$ cat src/rtl/tlb_pkg.sv
`timescale 1ns/1ps
package tlb_pkg;
  localparam int unsigned FLT_W     = 2;
  localparam int unsigned FLT_MISS  = 0;
  localparam int unsigned FLT_MULTI = 1;

  typedef enum logic [1:0] {
    LK_BYPASS = 2'd0,
    LK_HIT    = 2'd1,
    LK_MISS   = 2'd2,
    LK_MULTI  = 2'd3
  } lk_kind_e;
endpackage

$ cat src/rtl/tlb_entry_array.sv
`timescale 1ns/1ps
module tlb_entry_array #(
  parameter int unsigned ENTRIES = 32,
  parameter int unsigned IDX_W   = 5,
  parameter int unsigned VPN_W   = 20,
  parameter int unsigned PPN_W   = 20,
  parameter int unsigned ATTR_W  = 4
) (
  input  logic               clk_i,
  input  logic               rst_ni,
  input  logic               ld_i,
  input  logic [IDX_W-1:0]   idx_i,
  input  logic [VPN_W-1:0]   st_vpn_i,
  input  logic [PPN_W-1:0]   st_ppn_i,
  input  logic [ATTR_W-1:0]  st_attr_i,
  input  logic               st_keep_i,
  input  logic               gflush_i,
  input  logic               eflush_i,
  input  logic [VPN_W-1:0]   eflush_vpn_i,
  input  logic [VPN_W-1:0]   lk_vpn_i,
  output logic               rd_valid_o,
  output logic               rd_keep_o,
  output logic [VPN_W-1:0]   rd_vpn_o,
  output logic [PPN_W-1:0]   rd_ppn_o,
  output logic [ATTR_W-1:0]  rd_attr_o,
  output logic [ENTRIES-1:0] match_o,
  output logic [PPN_W-1:0]   ppn_sel_o
);

  logic [ENTRIES-1:0] valid_q;
  logic [ENTRIES-1:0] keep_q;
  logic [VPN_W-1:0]   vpn_q  [ENTRIES];
  logic [PPN_W-1:0]   ppn_q  [ENTRIES];
  logic [ATTR_W-1:0]  attr_q [ENTRIES];

  always_ff @(posedge clk_i or negedge rst_ni) begin
    if (!rst_ni) begin
      valid_q <= '0;
      keep_q  <= '0;
      for (int i = 0; i < ENTRIES; i++) begin
        vpn_q[i]  <= '0;
        ppn_q[i]  <= '0;
        attr_q[i] <= '0;
      end
    end else begin
      for (int i = 0; i < ENTRIES; i++) begin
        // load has priority over both flush kinds on its own slot
        if (ld_i && (idx_i == IDX_W'(i))) begin
          valid_q[i] <= 1'b1;
          keep_q[i]  <= st_keep_i;
          vpn_q[i]   <= st_vpn_i;
          ppn_q[i]   <= st_ppn_i;
          attr_q[i]  <= st_attr_i;
        end else if ((gflush_i && !keep_q[i]) ||
                     (eflush_i && (vpn_q[i] == eflush_vpn_i))) begin
          valid_q[i] <= 1'b0;
        end
      end
    end
  end

  for (genvar g = 0; g < ENTRIES; g++) begin : g_cmp
    assign match_o[g] = valid_q[g] && (vpn_q[g] == lk_vpn_i);
  end

  always_comb begin
    ppn_sel_o = '0;
    for (int i = 0; i < ENTRIES; i++) begin
      if (match_o[i]) ppn_sel_o = ppn_sel_o | ppn_q[i];
    end
  end

  assign rd_valid_o = valid_q[idx_i];
  assign rd_keep_o  = keep_q[idx_i];
  assign rd_vpn_o   = vpn_q[idx_i];
  assign rd_ppn_o   = ppn_q[idx_i];
  assign rd_attr_o  = attr_q[idx_i];

  function automatic logic any_valid_tag(input logic [VPN_W-1:0] v);
    logic r;
    r = 1'b0;
    for (int i = 0; i < ENTRIES; i++) begin
      if (valid_q[i] && (vpn_q[i] == v)) r = 1'b1;
    end
    return r;
  endfunction

  assert_load_valid_R1: assert property (@(posedge clk_i) disable iff (!rst_ni)
    ld_i |=> valid_q[$past(idx_i)]);

  assert_load_wins_R11: assert property (@(posedge clk_i) disable iff (!rst_ni)
    (ld_i && (gflush_i || eflush_i)) |=> valid_q[$past(idx_i)]);

  assert_gflush_keep_R3: assert property (@(posedge clk_i) disable iff (!rst_ni)
    (gflush_i && !ld_i && !eflush_i) |=> (valid_q == $past(valid_q & keep_q)));

  assert_eflush_gone_R4: assert property (@(posedge clk_i) disable iff (!rst_ni)
    (eflush_i && !ld_i) |=> !any_valid_tag($past(eflush_vpn_i)));

endmodule

$ cat src/rtl/tlb_victim_ptr.sv
`timescale 1ns/1ps
module tlb_victim_ptr #(
  parameter int unsigned ENTRIES = 32,
  parameter int unsigned IDX_W   = 5
) (
  input  logic             clk_i,
  input  logic             rst_ni,
  input  logic             ptr_wr_i,
  input  logic [IDX_W-1:0] ptr_val_i,
  input  logic             ld_i,
  input  logic [IDX_W-1:0] base_i,
  output logic [IDX_W-1:0] ptr_o
);

  localparam logic [IDX_W-1:0] LAST = IDX_W'(ENTRIES - 1);

  logic [IDX_W-1:0] ptr_q, ptr_nxt;

  // rotation never re-enters the protected range below base
  always_comb ptr_nxt = (ptr_q == LAST) ? base_i : ptr_q + IDX_W'(1);

  always_ff @(posedge clk_i or negedge rst_ni) begin
    if (!rst_ni)       ptr_q <= '0;
    else if (ptr_wr_i) ptr_q <= ptr_val_i;
    else if (ld_i)     ptr_q <= ptr_nxt;
  end

  assign ptr_o = ptr_q;

  assert_wrap_base_R2: assert property (@(posedge clk_i) disable iff (!rst_ni)
    (ld_i && !ptr_wr_i && (ptr_q == LAST)) |=> (ptr_q == $past(base_i)));

  assert_step_R2: assert property (@(posedge clk_i) disable iff (!rst_ni)
    (ld_i && !ptr_wr_i && (ptr_q != LAST)) |=> (ptr_q == $past(ptr_q) + IDX_W'(1)));

  assert_base_range_R2: assert property (@(posedge clk_i) disable iff (!rst_ni)
    32'(base_i) < ENTRIES);

endmodule

$ cat src/rtl/tlb_lookup.sv
`timescale 1ns/1ps
module tlb_lookup
  import tlb_pkg::*;
#(
  parameter int unsigned ENTRIES  = 32,
  parameter int unsigned VA_W     = 32,
  parameter int unsigned PA_W     = 32,
  parameter int unsigned PG_OFF_W = 12,
  parameter int unsigned PPN_W    = 20
) (
  input  logic               clk_i,
  input  logic               rst_ni,
  input  logic               en_i,
  input  logic               req_valid_i,
  input  logic [VA_W-1:0]    req_va_i,
  input  logic [ENTRIES-1:0] match_i,
  input  logic [PPN_W-1:0]   ppn_i,
  input  logic [FLT_W-1:0]   ie_i,
  input  logic [FLT_W-1:0]   clr_i,
  output logic               req_ready_o,
  output logic               rsp_valid_o,
  output logic [PA_W-1:0]    rsp_pa_o,
  output logic               rsp_fault_o,
  output logic [FLT_W-1:0]   status_o,
  output logic [VA_W-1:0]    fault_va_o,
  output logic               irq_o
);

  logic             fire, none, multi;
  lk_kind_e         kind;
  logic [FLT_W-1:0] status_q, status_d;
  logic [VA_W-1:0]  fault_va_q;
  logic             rsp_valid_q, rsp_fault_q;
  logic [PA_W-1:0]  rsp_pa_q;

  assign req_ready_o = ~|status_q;
  assign fire        = req_valid_i && req_ready_o;
  assign none        = ~|match_i;
  assign multi       = |(match_i & (match_i - ENTRIES'(1)));

  always_comb begin
    if (!en_i)      kind = LK_BYPASS;
    else if (none)  kind = LK_MISS;
    else if (multi) kind = LK_MULTI;
    else            kind = LK_HIT;
  end

  always_comb begin
    status_d = status_q & ~clr_i;
    if (fire && (kind == LK_MISS))  status_d[FLT_MISS]  = 1'b1;
    if (fire && (kind == LK_MULTI)) status_d[FLT_MULTI] = 1'b1;
  end

  always_ff @(posedge clk_i or negedge rst_ni) begin
    if (!rst_ni) begin
      status_q    <= '0;
      fault_va_q  <= '0;
      rsp_valid_q <= 1'b0;
      rsp_fault_q <= 1'b0;
      rsp_pa_q    <= '0;
    end else begin
      status_q    <= status_d;
      rsp_valid_q <= fire;
      if (fire) begin
        unique case (kind)
          LK_BYPASS: begin rsp_pa_q <= PA_W'(req_va_i); rsp_fault_q <= 1'b0; end
          LK_HIT: begin
            rsp_pa_q    <= {ppn_i, req_va_i[PG_OFF_W-1:0]};
            rsp_fault_q <= 1'b0;
          end
          default: begin
            rsp_pa_q    <= '0;
            rsp_fault_q <= 1'b1;
            fault_va_q  <= req_va_i;
          end
        endcase
      end
    end
  end

  assign rsp_valid_o = rsp_valid_q;
  assign rsp_pa_o    = rsp_pa_q;
  assign rsp_fault_o = rsp_fault_q;
  assign status_o    = status_q;
  assign fault_va_o  = fault_va_q;
  assign irq_o       = |(status_q & ie_i);

  assert_hit_clean_R5: assert property (@(posedge clk_i) disable iff (!rst_ni)
    (fire && en_i && $onehot(match_i)) |=> (rsp_valid_o && !rsp_fault_o));

  assert_miss_latch_R6: assert property (@(posedge clk_i) disable iff (!rst_ni)
    (fire && en_i && none) |=> (status_o[FLT_MISS] && fault_va_o == $past(req_va_i)));

  assert_multi_flag_R7: assert property (@(posedge clk_i) disable iff (!rst_ni)
    (fire && en_i && ($countones(match_i) > 1)) |=> (status_o[FLT_MULTI] && rsp_fault_o));

  assert_stall_R8: assert property (@(posedge clk_i) disable iff (!rst_ni)
    (|status_o) |=> !rsp_valid_o);

  assert_bypass_R9: assert property (@(posedge clk_i) disable iff (!rst_ni)
    (fire && !en_i) |=> (rsp_valid_o && !rsp_fault_o && rsp_pa_o == PA_W'($past(req_va_i))));

  assert_irq_cause_R10: assert property (@(posedge clk_i) disable iff (!rst_ni)
    irq_o |-> (|status_o));

endmodule

$ cat src/rtl/sw_tlb.sv
`timescale 1ns/1ps
module sw_tlb
  import tlb_pkg::*;
#(
  parameter int unsigned ENTRIES  = 32,
  parameter int unsigned VA_W     = 32,
  parameter int unsigned PA_W     = 32,
  parameter int unsigned PG_OFF_W = 12,
  parameter int unsigned ATTR_W   = 4,
  localparam int unsigned IDX_W   = $clog2(ENTRIES),
  localparam int unsigned VPN_W   = VA_W - PG_OFF_W,
  localparam int unsigned PPN_W   = PA_W - PG_OFF_W
) (
  input  logic                    clk_i,
  input  logic                    rst_ni,
  input  logic                    xlat_en_i,
  input  logic [IDX_W-1:0]        base_i,
  input  logic                    ptr_wr_i,
  input  logic [IDX_W-1:0]        ptr_val_i,
  output logic [IDX_W-1:0]        ptr_o,
  input  logic [VPN_W-1:0]        st_vpn_i,
  input  logic [PPN_W-1:0]        st_ppn_i,
  input  logic [ATTR_W-1:0]       st_attr_i,
  input  logic                    st_keep_i,
  input  logic                    load_i,
  input  logic                    gflush_i,
  input  logic                    eflush_i,
  input  logic [VPN_W-1:0]        eflush_vpn_i,
  output logic [VPN_W+1:0]        tag_o,
  output logic [PPN_W+ATTR_W-1:0] data_o,
  input  logic [1:0]              irq_en_i,
  input  logic [1:0]              fault_clr_i,
  output logic [1:0]              fault_o,
  output logic [VA_W-1:0]         fault_va_o,
  output logic                    irq_o,
  input  logic                    req_valid_i,
  input  logic [VA_W-1:0]         req_va_i,
  output logic                    req_ready_o,
  output logic                    rsp_valid_o,
  output logic [PA_W-1:0]         rsp_pa_o,
  output logic                    rsp_fault_o
);

  logic [IDX_W-1:0]   ptr;
  logic               rd_valid, rd_keep;
  logic [VPN_W-1:0]   rd_vpn;
  logic [PPN_W-1:0]   rd_ppn, ppn_sel;
  logic [ATTR_W-1:0]  rd_attr;
  logic [ENTRIES-1:0] match;

  tlb_victim_ptr #(.ENTRIES(ENTRIES), .IDX_W(IDX_W)) u_ptr (
    .clk_i, .rst_ni,
    .ptr_wr_i, .ptr_val_i,
    .ld_i   (load_i),
    .base_i,
    .ptr_o  (ptr)
  );

  tlb_entry_array #(
    .ENTRIES(ENTRIES), .IDX_W(IDX_W), .VPN_W(VPN_W), .PPN_W(PPN_W), .ATTR_W(ATTR_W)
  ) u_arr (
    .clk_i, .rst_ni,
    .ld_i        (load_i),
    .idx_i       (ptr),
    .st_vpn_i, .st_ppn_i, .st_attr_i, .st_keep_i,
    .gflush_i, .eflush_i, .eflush_vpn_i,
    .lk_vpn_i    (req_va_i[VA_W-1:PG_OFF_W]),
    .rd_valid_o  (rd_valid),
    .rd_keep_o   (rd_keep),
    .rd_vpn_o    (rd_vpn),
    .rd_ppn_o    (rd_ppn),
    .rd_attr_o   (rd_attr),
    .match_o     (match),
    .ppn_sel_o   (ppn_sel)
  );

  tlb_lookup #(
    .ENTRIES(ENTRIES), .VA_W(VA_W), .PA_W(PA_W), .PG_OFF_W(PG_OFF_W), .PPN_W(PPN_W)
  ) u_lk (
    .clk_i, .rst_ni,
    .en_i        (xlat_en_i),
    .req_valid_i, .req_va_i,
    .match_i     (match),
    .ppn_i       (ppn_sel),
    .ie_i        (irq_en_i),
    .clr_i       (fault_clr_i),
    .req_ready_o, .rsp_valid_o, .rsp_pa_o, .rsp_fault_o,
    .status_o    (fault_o),
    .fault_va_o, .irq_o
  );

  assign ptr_o  = ptr;
  assign tag_o  = {rd_valid, rd_keep, rd_vpn};
  assign data_o = {rd_ppn, rd_attr};

endmodule

$ cat config.mk
export PLATFORM = sky130hd
export DESIGN_NAME = sw_tlb
export DESIGN_NICKNAME = d
export VERILOG_FILES = /design/src/rtl/tlb_pkg.sv /design/src/rtl/tlb_entry_array.sv /design/src/rtl/tlb_victim_ptr.sv /design/src/rtl/tlb_lookup.sv /design/src/rtl/sw_tlb.sv
export SDC_FILE = /design/constraint.sdc
export NUM_CORES = 2
export LEC_CHECK = 0
export CORE_UTILIZATION = 30
export CTS_CLUSTER_SIZE = 28
export DETAILED_ROUTE_END_ITERATION = 6
export DONT_BUFFER_PORTS = 1
export GPL_TIMING_DRIVEN = 0
export PLACE_DENSITY = 0.48
export RECOVER_POWER = 25
export SLEW_MARGIN = 20
export SYNTH_ARGS = -nofsm -noshare
export SYNTH_HDL_FRONTEND = slang
export SYNTH_SLANG_ARGS = --single-unit
$ cat constraint.sdc
create_clock -name clk_i -period 9.55 [get_ports clk_i]
set_clock_uncertainty 0.2 [all_clocks]
set_input_delay 1.91 -clock clk_i [delete_from_list [all_inputs] [get_ports clk_i]]
set_output_delay 1.91 -clock clk_i [all_outputs]
set_load 0.05 [all_outputs]
=== Yosys cells after proc, flatten, opt, wreduce, memory -nomap -nowiden ===
Index checks and enable logic that the tools add are counted.

* Input bits: 119
* Word-level logic and storage cells: 661
* Output and inout bits: 121
* Flip-flop bits (word level): 1,545

* Bitwise logic cells: 37
* Multiplexer cells: 119
* Add/sub/neg operators: 2
* $lt $le $gt $ge: 2
* Reduce and logical (&&, ||, !) cells: 237
* Equal/unequal tests: 98

{| class="wikitable"
|+ Operator list
! cell !! count
|-
| equality test 20 bit || 64
|-
| 2-to-1 mux 20 bit || 36
|-
| OR 20 bit || 31
|-
| binary-select mux 20 bit (select 5 bit) || 2
|-
| logical AND 1 bit || 131
|-
| equality test 5 bit (second input constant) || 16
|-
| 2-to-1 mux 1 bit || 69
|-
| nonzero test 2 bit || 33
|-
| one-hot mux 32 bit (2 select lines) || 1
|-
| OR reduction 32 bit || 2
|-
| equality test 5 x 4 -> 1 bit (second input constant) || 8
|-
| logical NOT 1 bit || 33
|-
| bitwise AND 32 bit || 1
|-
| logical OR 1 bit || 32
|-
| subtractor 32 x 1 -> 32 bit (second input constant) || 1
|-
| binary-select mux 4 bit (select 5 bit) || 1
|-
| equality test 5 x 3 -> 1 bit (second input constant) || 4
|-
| 2-to-1 mux 5 bit || 3
|-
| binary-select mux 1 bit (select 5 bit) || 2
|-
| equality test 5 x 2 -> 1 bit (second input constant) || 2
|-
| 2-to-1 mux 4 bit || 2
|-
| >= comparator 6 bit (second input constant) || 1
|-
| less-than comparator 5 x 6 -> 1 bit (second input constant) || 1
|-
| 2-to-1 mux 2 bit || 3
|-
| 12 further kinds || 16
|}

=== Longest topological paths before layout ===
* Depth after elaboration: 66
* Gate-level depth with buffers: 16
* Gate-level depth less buffers: 11

=== Modules after synthesis ===
Synthesis repeated with hierarchy kept, for this count alone.

* Cell total of the unflattened synthesis: 7,223
* Area, all modules: 90,077.6 µm²

{| class="wikitable"
|+ By module, submodules not included
! module !! instances !! area each (µm²) !! sequential area each (µm²) !! cells an instance
|-
| tlb_entry_array || 1 || 86,261.5 || 36,835.3 || 6,883
|-
| tlb_lookup || 1 || 3,429.5 || 1,701.6 || 300
|-
| tlb_victim_ptr || 1 || 371.6 || 125.1 || 38
|-
| sw_tlb || 1 || 15.0 || 0.0 || 2
|}

=== Worst setup path after synthesis ===
OpenSTA, ideal clock, no wires.

* Path type: reg-to-output
* From: register u_ptr.ptr_q[0], in the netlist u_ptr.ptr_o[0]
* To: output port tag_o[10]
* Path buffers: 4
* Setup slack: 4.173 ns
* Data required time: 7.440 ns
* Data arrival time: 3.267 ns
* Cell stages (with the launch flop): 9
* Cell sequence: dfrtp_1 > clkbuf_1 > buf_1 > buf_1 > clkbuf_1 > mux4_2 > mux4_2 > nand2_1 > nand2_1

* Longest elaborated chain between the ends: 4

{| class="wikitable"
|+ Ends and longest elaborated chain
! what !! line !! text
|-
| from (decl) || tlb_victim_ptr.sv:17 || <nowiki>logic [IDX_W-1:0] ptr_q, ptr_nxt;</nowiki>
|-
| from (signal assigned) || tlb_victim_ptr.sv:24 || <nowiki>else if (ptr_wr_i) ptr_q <= ptr_val_i;</nowiki>
|-
| from (signal assigned) || tlb_victim_ptr.sv:25 || <nowiki>else if (ld_i) ptr_q <= ptr_nxt;</nowiki>
|-
| NOT 5 -> 6 bit (not written as such) || tlb_entry_array.sv:75 || <nowiki>assign rd_vpn_o = vpn_q[idx_i];</nowiki>
|-
| binary-select mux 20 bit (select 5 bit) || tlb_entry_array.sv:75 ||
|-
| 2-to-1 mux 20 bit (not written as such) (2 in series) || tlb_entry_array.sv:75 ||
|-
| to (decl) || sw_tlb.sv:29 || <nowiki>output logic [VPN_W+1:0] tag_o,</nowiki>
|}

Every way passes these cells. The select of a mux whose other input is x is not followed.

=== Worst setup path in the final report ===
* From: register u_ptr.ptr_q[0], in the netlist u_ptr.ptr_o[0]
* To: output port tag_o[14]

The elaborated chain is that of the path after synthesis.

==> results by group <==
Status
  – Status: finished with violations
  – Failing checks: capacitance limit, slew limit

Setup path
  – Worst setup SP type: flop
  – CP endpoint kind: output pin
  – Crit path max fanout: 10
  – WP data arrival: a little over 6 ns
  – CP Class: flop to output pin
  – CP Data Required Time: about 7.4 ns
  – Family with the most delay on the worst path: buffers and inverters
  – WP buf/inv: 5
  – Worst stage delay on the critical path: roughly 0.84 ns
  – CP Cell Sequence: clkbuf_2 > buf_2 > buf_16 > buf_2 > clkbuf_2 > mux4_2 > mux4_2 > nand2_1 > nand2_1
  – Worst path slowest cell: dfrtp_1

Timing
  – Final period util: 0.858
  – Hold_ws: just over 0.3 ns
  – Final Max Slew Viols: about 460
  – Fin crit period: around 8 ns
  – RSZ-0062 raised after global routing: false
  – Slew @ Worst Pin: 6.44 ns
  – Fin worst setup slack: approximately 1.4 ns
  – Max_slew headroom: -3.29
  – Final hold violations: 0
  – Setup-failing EPs final: 0
  – Final setup TNS: 0 ns
  – Max Clock Freq: ~120 MHz

Synth
  – Number of synthesized flops with an enable pin: 0
  – Cell Area, Synth: around 90,000 um^2
  – Synth Area in Adders: 0.00138
  – Yosys top cell by area: dfrtp_1
  – Area fraction in and, or, nand and nor cells after synthesis: 0.0708
  – Mux contribution to synthesized area: 0.300
  – Syn avg cell area: roughly 13 um^2
  – Ys async rst share: 1.00
  – Sequential area share after synthesis: 0.428
  – Synth top area cells: dfrtp_1, mux2_2, mux4_2, xnor2_1, xor2_1
  – Yosys warns: 0
  – Most numerous cell in the Yosys netlist: dfrtp_1
  – Post-synth top cells: dfrtp_1, mux2_2, xnor2_1
  – Post-synthesis register bit count: 1,545
  – Post-synth cell types: between 80 and 90
  – Largest family of logic cells by synthesized area: multiplexers
  – Top FF cell, synth: dfrtp_1
  – Share of the synthesized area in the top cell type: 0.428
  – Post-Syn Instances: between 7k and 8k
  – Synth Area in XOR/XNOR: 0.124
  – Synthesized net count: 7,162
  – Post-synthesis compound-gate area fraction: 0.0438

Global routing
  – Largest net degree at the start of global routing: between 150 and 200
  – Initial antenna violation count: ~90
  – Number of global-route vias before repair: between 70k and 80k
  – Met1 global-route usage: 0.451
  – GRT Total Usage: 0.370
  – Met2 Resource Use GR: 0.528
  – Busiest grt layer: met2
  – First-pass GRT wire length: about 740,000 um
  – Grt met3 use: 0.138
  – Grt total ovfl: 0

Clocking
  – CTS tree: done
  – Clock latency at the later pin of the worst-skew pair: between 0.9 and 1 ns
  – H-tree Lvls: 4
  – CTS root buffer: clkbuf_16
  – Post-CTS Setup Repair Bufs: 0
  – Clock Path Buffers: 4
  – CTS sink cnt: between 1.5k and 2k
  – Cts-stage hold buffer count: 0
  – Post-CTS sizing: 0
  – Cts bufs inserted: between 150 and 200
  – Clock Pin Slew Worst Setup and Hold Paths: 0.06 ns

Floorplanning
  – Die Wd: 551 um
  – Initial Utilization: 0.302
  – Die ar.: 304,000 um^2
  – Core Area: ~300,000 um^2
  – I/O Pins: 240
  – Row Count: 201
  – DIE HEIGHT: between 500 and 600 um

Detailed routing
  – First-pass DRT Iterations: 6
  – Wirelength, routed: around 570,000 um
  – Wire length per cell: roughly 50 um
  – Initial DRC count: around 11k
  – DR vias/cell: ~6.4
  – DR vias: about 75k
  – Post-DRT Antenna Nets: 0
  – Drt drc: 0

Place
  – Dpl hpwl: 419,000 um
  – DP Worst Slack: around 1.6 ns
  – PortBufs: 0
  – GPL Wtd Cong: ~1.0

Flow run
  – Max_cap viols: 3

Power and ir drop
  – Sw Share: 0.396
  – Leakage: approximately 43 nW
  – Clk pwr share: 0.264
  – Peak VDD IR: 0.150 mV
  – Sequential Power Share: 0.424
  – Combinational power share: 0.312
  – Tot Pwr: 29.2 mW
  – P_sw: ~12 mW
  – Power density over the cells: approximately 270 nW/um^2
  – Internal power: around 18 mW

Final layout
  – Layout Nets: 7,553
  – Layout Area Growth over Synthesis: 17.7%
  – Layout cells sized above 1: 0.383

Hold path
  – Worst hold path class: flop to flop
-- routing by layer --
layer | up-vias | part of all wire | wire, um
met2 | 6032 | 0.41 | 236000
met3 | 1884 | 0.12 | 70900
met5 | - | 0.00039 | 225
li1 | 27200 | - | -
met1 | 39500 | 0.37 | 213000
met4 | 32 | 0.091 | 51900
-- kinds of logic (layout without fill, tap and decap cells) --
logic type,after synthesis,in the layout
xor+xnor,1281,1281
simple gates,1082,1082
mux,1946,1946
flops,1545,1545
other cells,0,50
compound gates,520,520
fa+ha+maj,11,11
buf+inv,652,1192
-- registers in the layout, summed over array words and instances, names as in the netlist --
signal,flops
u_lk.status_o,2
u_arr.valid_q,32
u_arr.attr_q,128
u_lk.rsp_valid_o,1
u_arr.ppn_q,640
u_lk.fault_va_o,32
u_arr.keep_q,32
u_lk.rsp_pa_o,32
u_arr.vpn_q,640
u_ptr.ptr_o,5
u_lk.rsp_fault_o,1
-- power by group through the flow --
stage | clock network (mW) | registers (mW) | logic [mW]
floorplan | 0 | 10.6 | 6.29
global route | 7.96 | 12.4 | 9.43
global placement | 0 | 12.2 | 8.44
detailed placement | 0 | 12.2 | 8.82
finish | 7.69 | 12.4 | 9.10
CTS | 7.72 | 12.1 | 8.86
-- cell type report --
cell class                      count  area (um^2)
Clock inverter                     62          793
Timing Repair Buffer              197         3720
Multi-Input combinational cell   4840        49200
Inverter                           10         37.5
Fill cell                       29400       193000
Sequential cell                  1545        38700
Clock buffer                      281         5620
Tap cell                         3958         4950
Antenna cell                       50          125
Buffer                            642         3270
-- worst paths after layout --
check / end / slack [ns] / from / cells after the start
max in group asynchronous: u_arr.ppn_q[524] / 2.04 / rst_ni / 1
min reg2reg: u_arr.attr_q[80] / 0.30 / u_arr.attr_q[80] / 1
min in group asynchronous: u_arr.ppn_q[171] / 0.48 / rst_ni / 0
max: tag_o[14] / 1.35 / u_ptr.ptr_o[0] / 9
max reg2reg: u_arr.ppn_q[622] / 2.13 / u_ptr.ptr_o[0] / 15
min: u_arr.attr_q[80] / 0.30 / u_arr.attr_q[80] / 1
-- metrics by stage --
stage                util  area, um^2  std cells
floorplan               -       90400       7037
global placement    0.318       95400      11000
detailed placement  0.333       99900      11200
CTS                 0.355      106000      11500
global route        0.355      106000      11600
finish              0.355      106000      11600
-- cell usage in the layout (no fill, tap or decap), types with 153 or more instances in the layout --
cell type / n
nand4_1: 255
dfrtp_1: 1545
mux2_2: 1443
xor2_1: 491
clkbuf_2: 200
clkbuf_1: 292
a22o_1: 153
nor4_1: 165
nand2_1: 211
mux4_2: 460
a221oi_1: 153
xnor2_1: 788
clkbuf_16: 195
(Power assumes the default switching activity.)
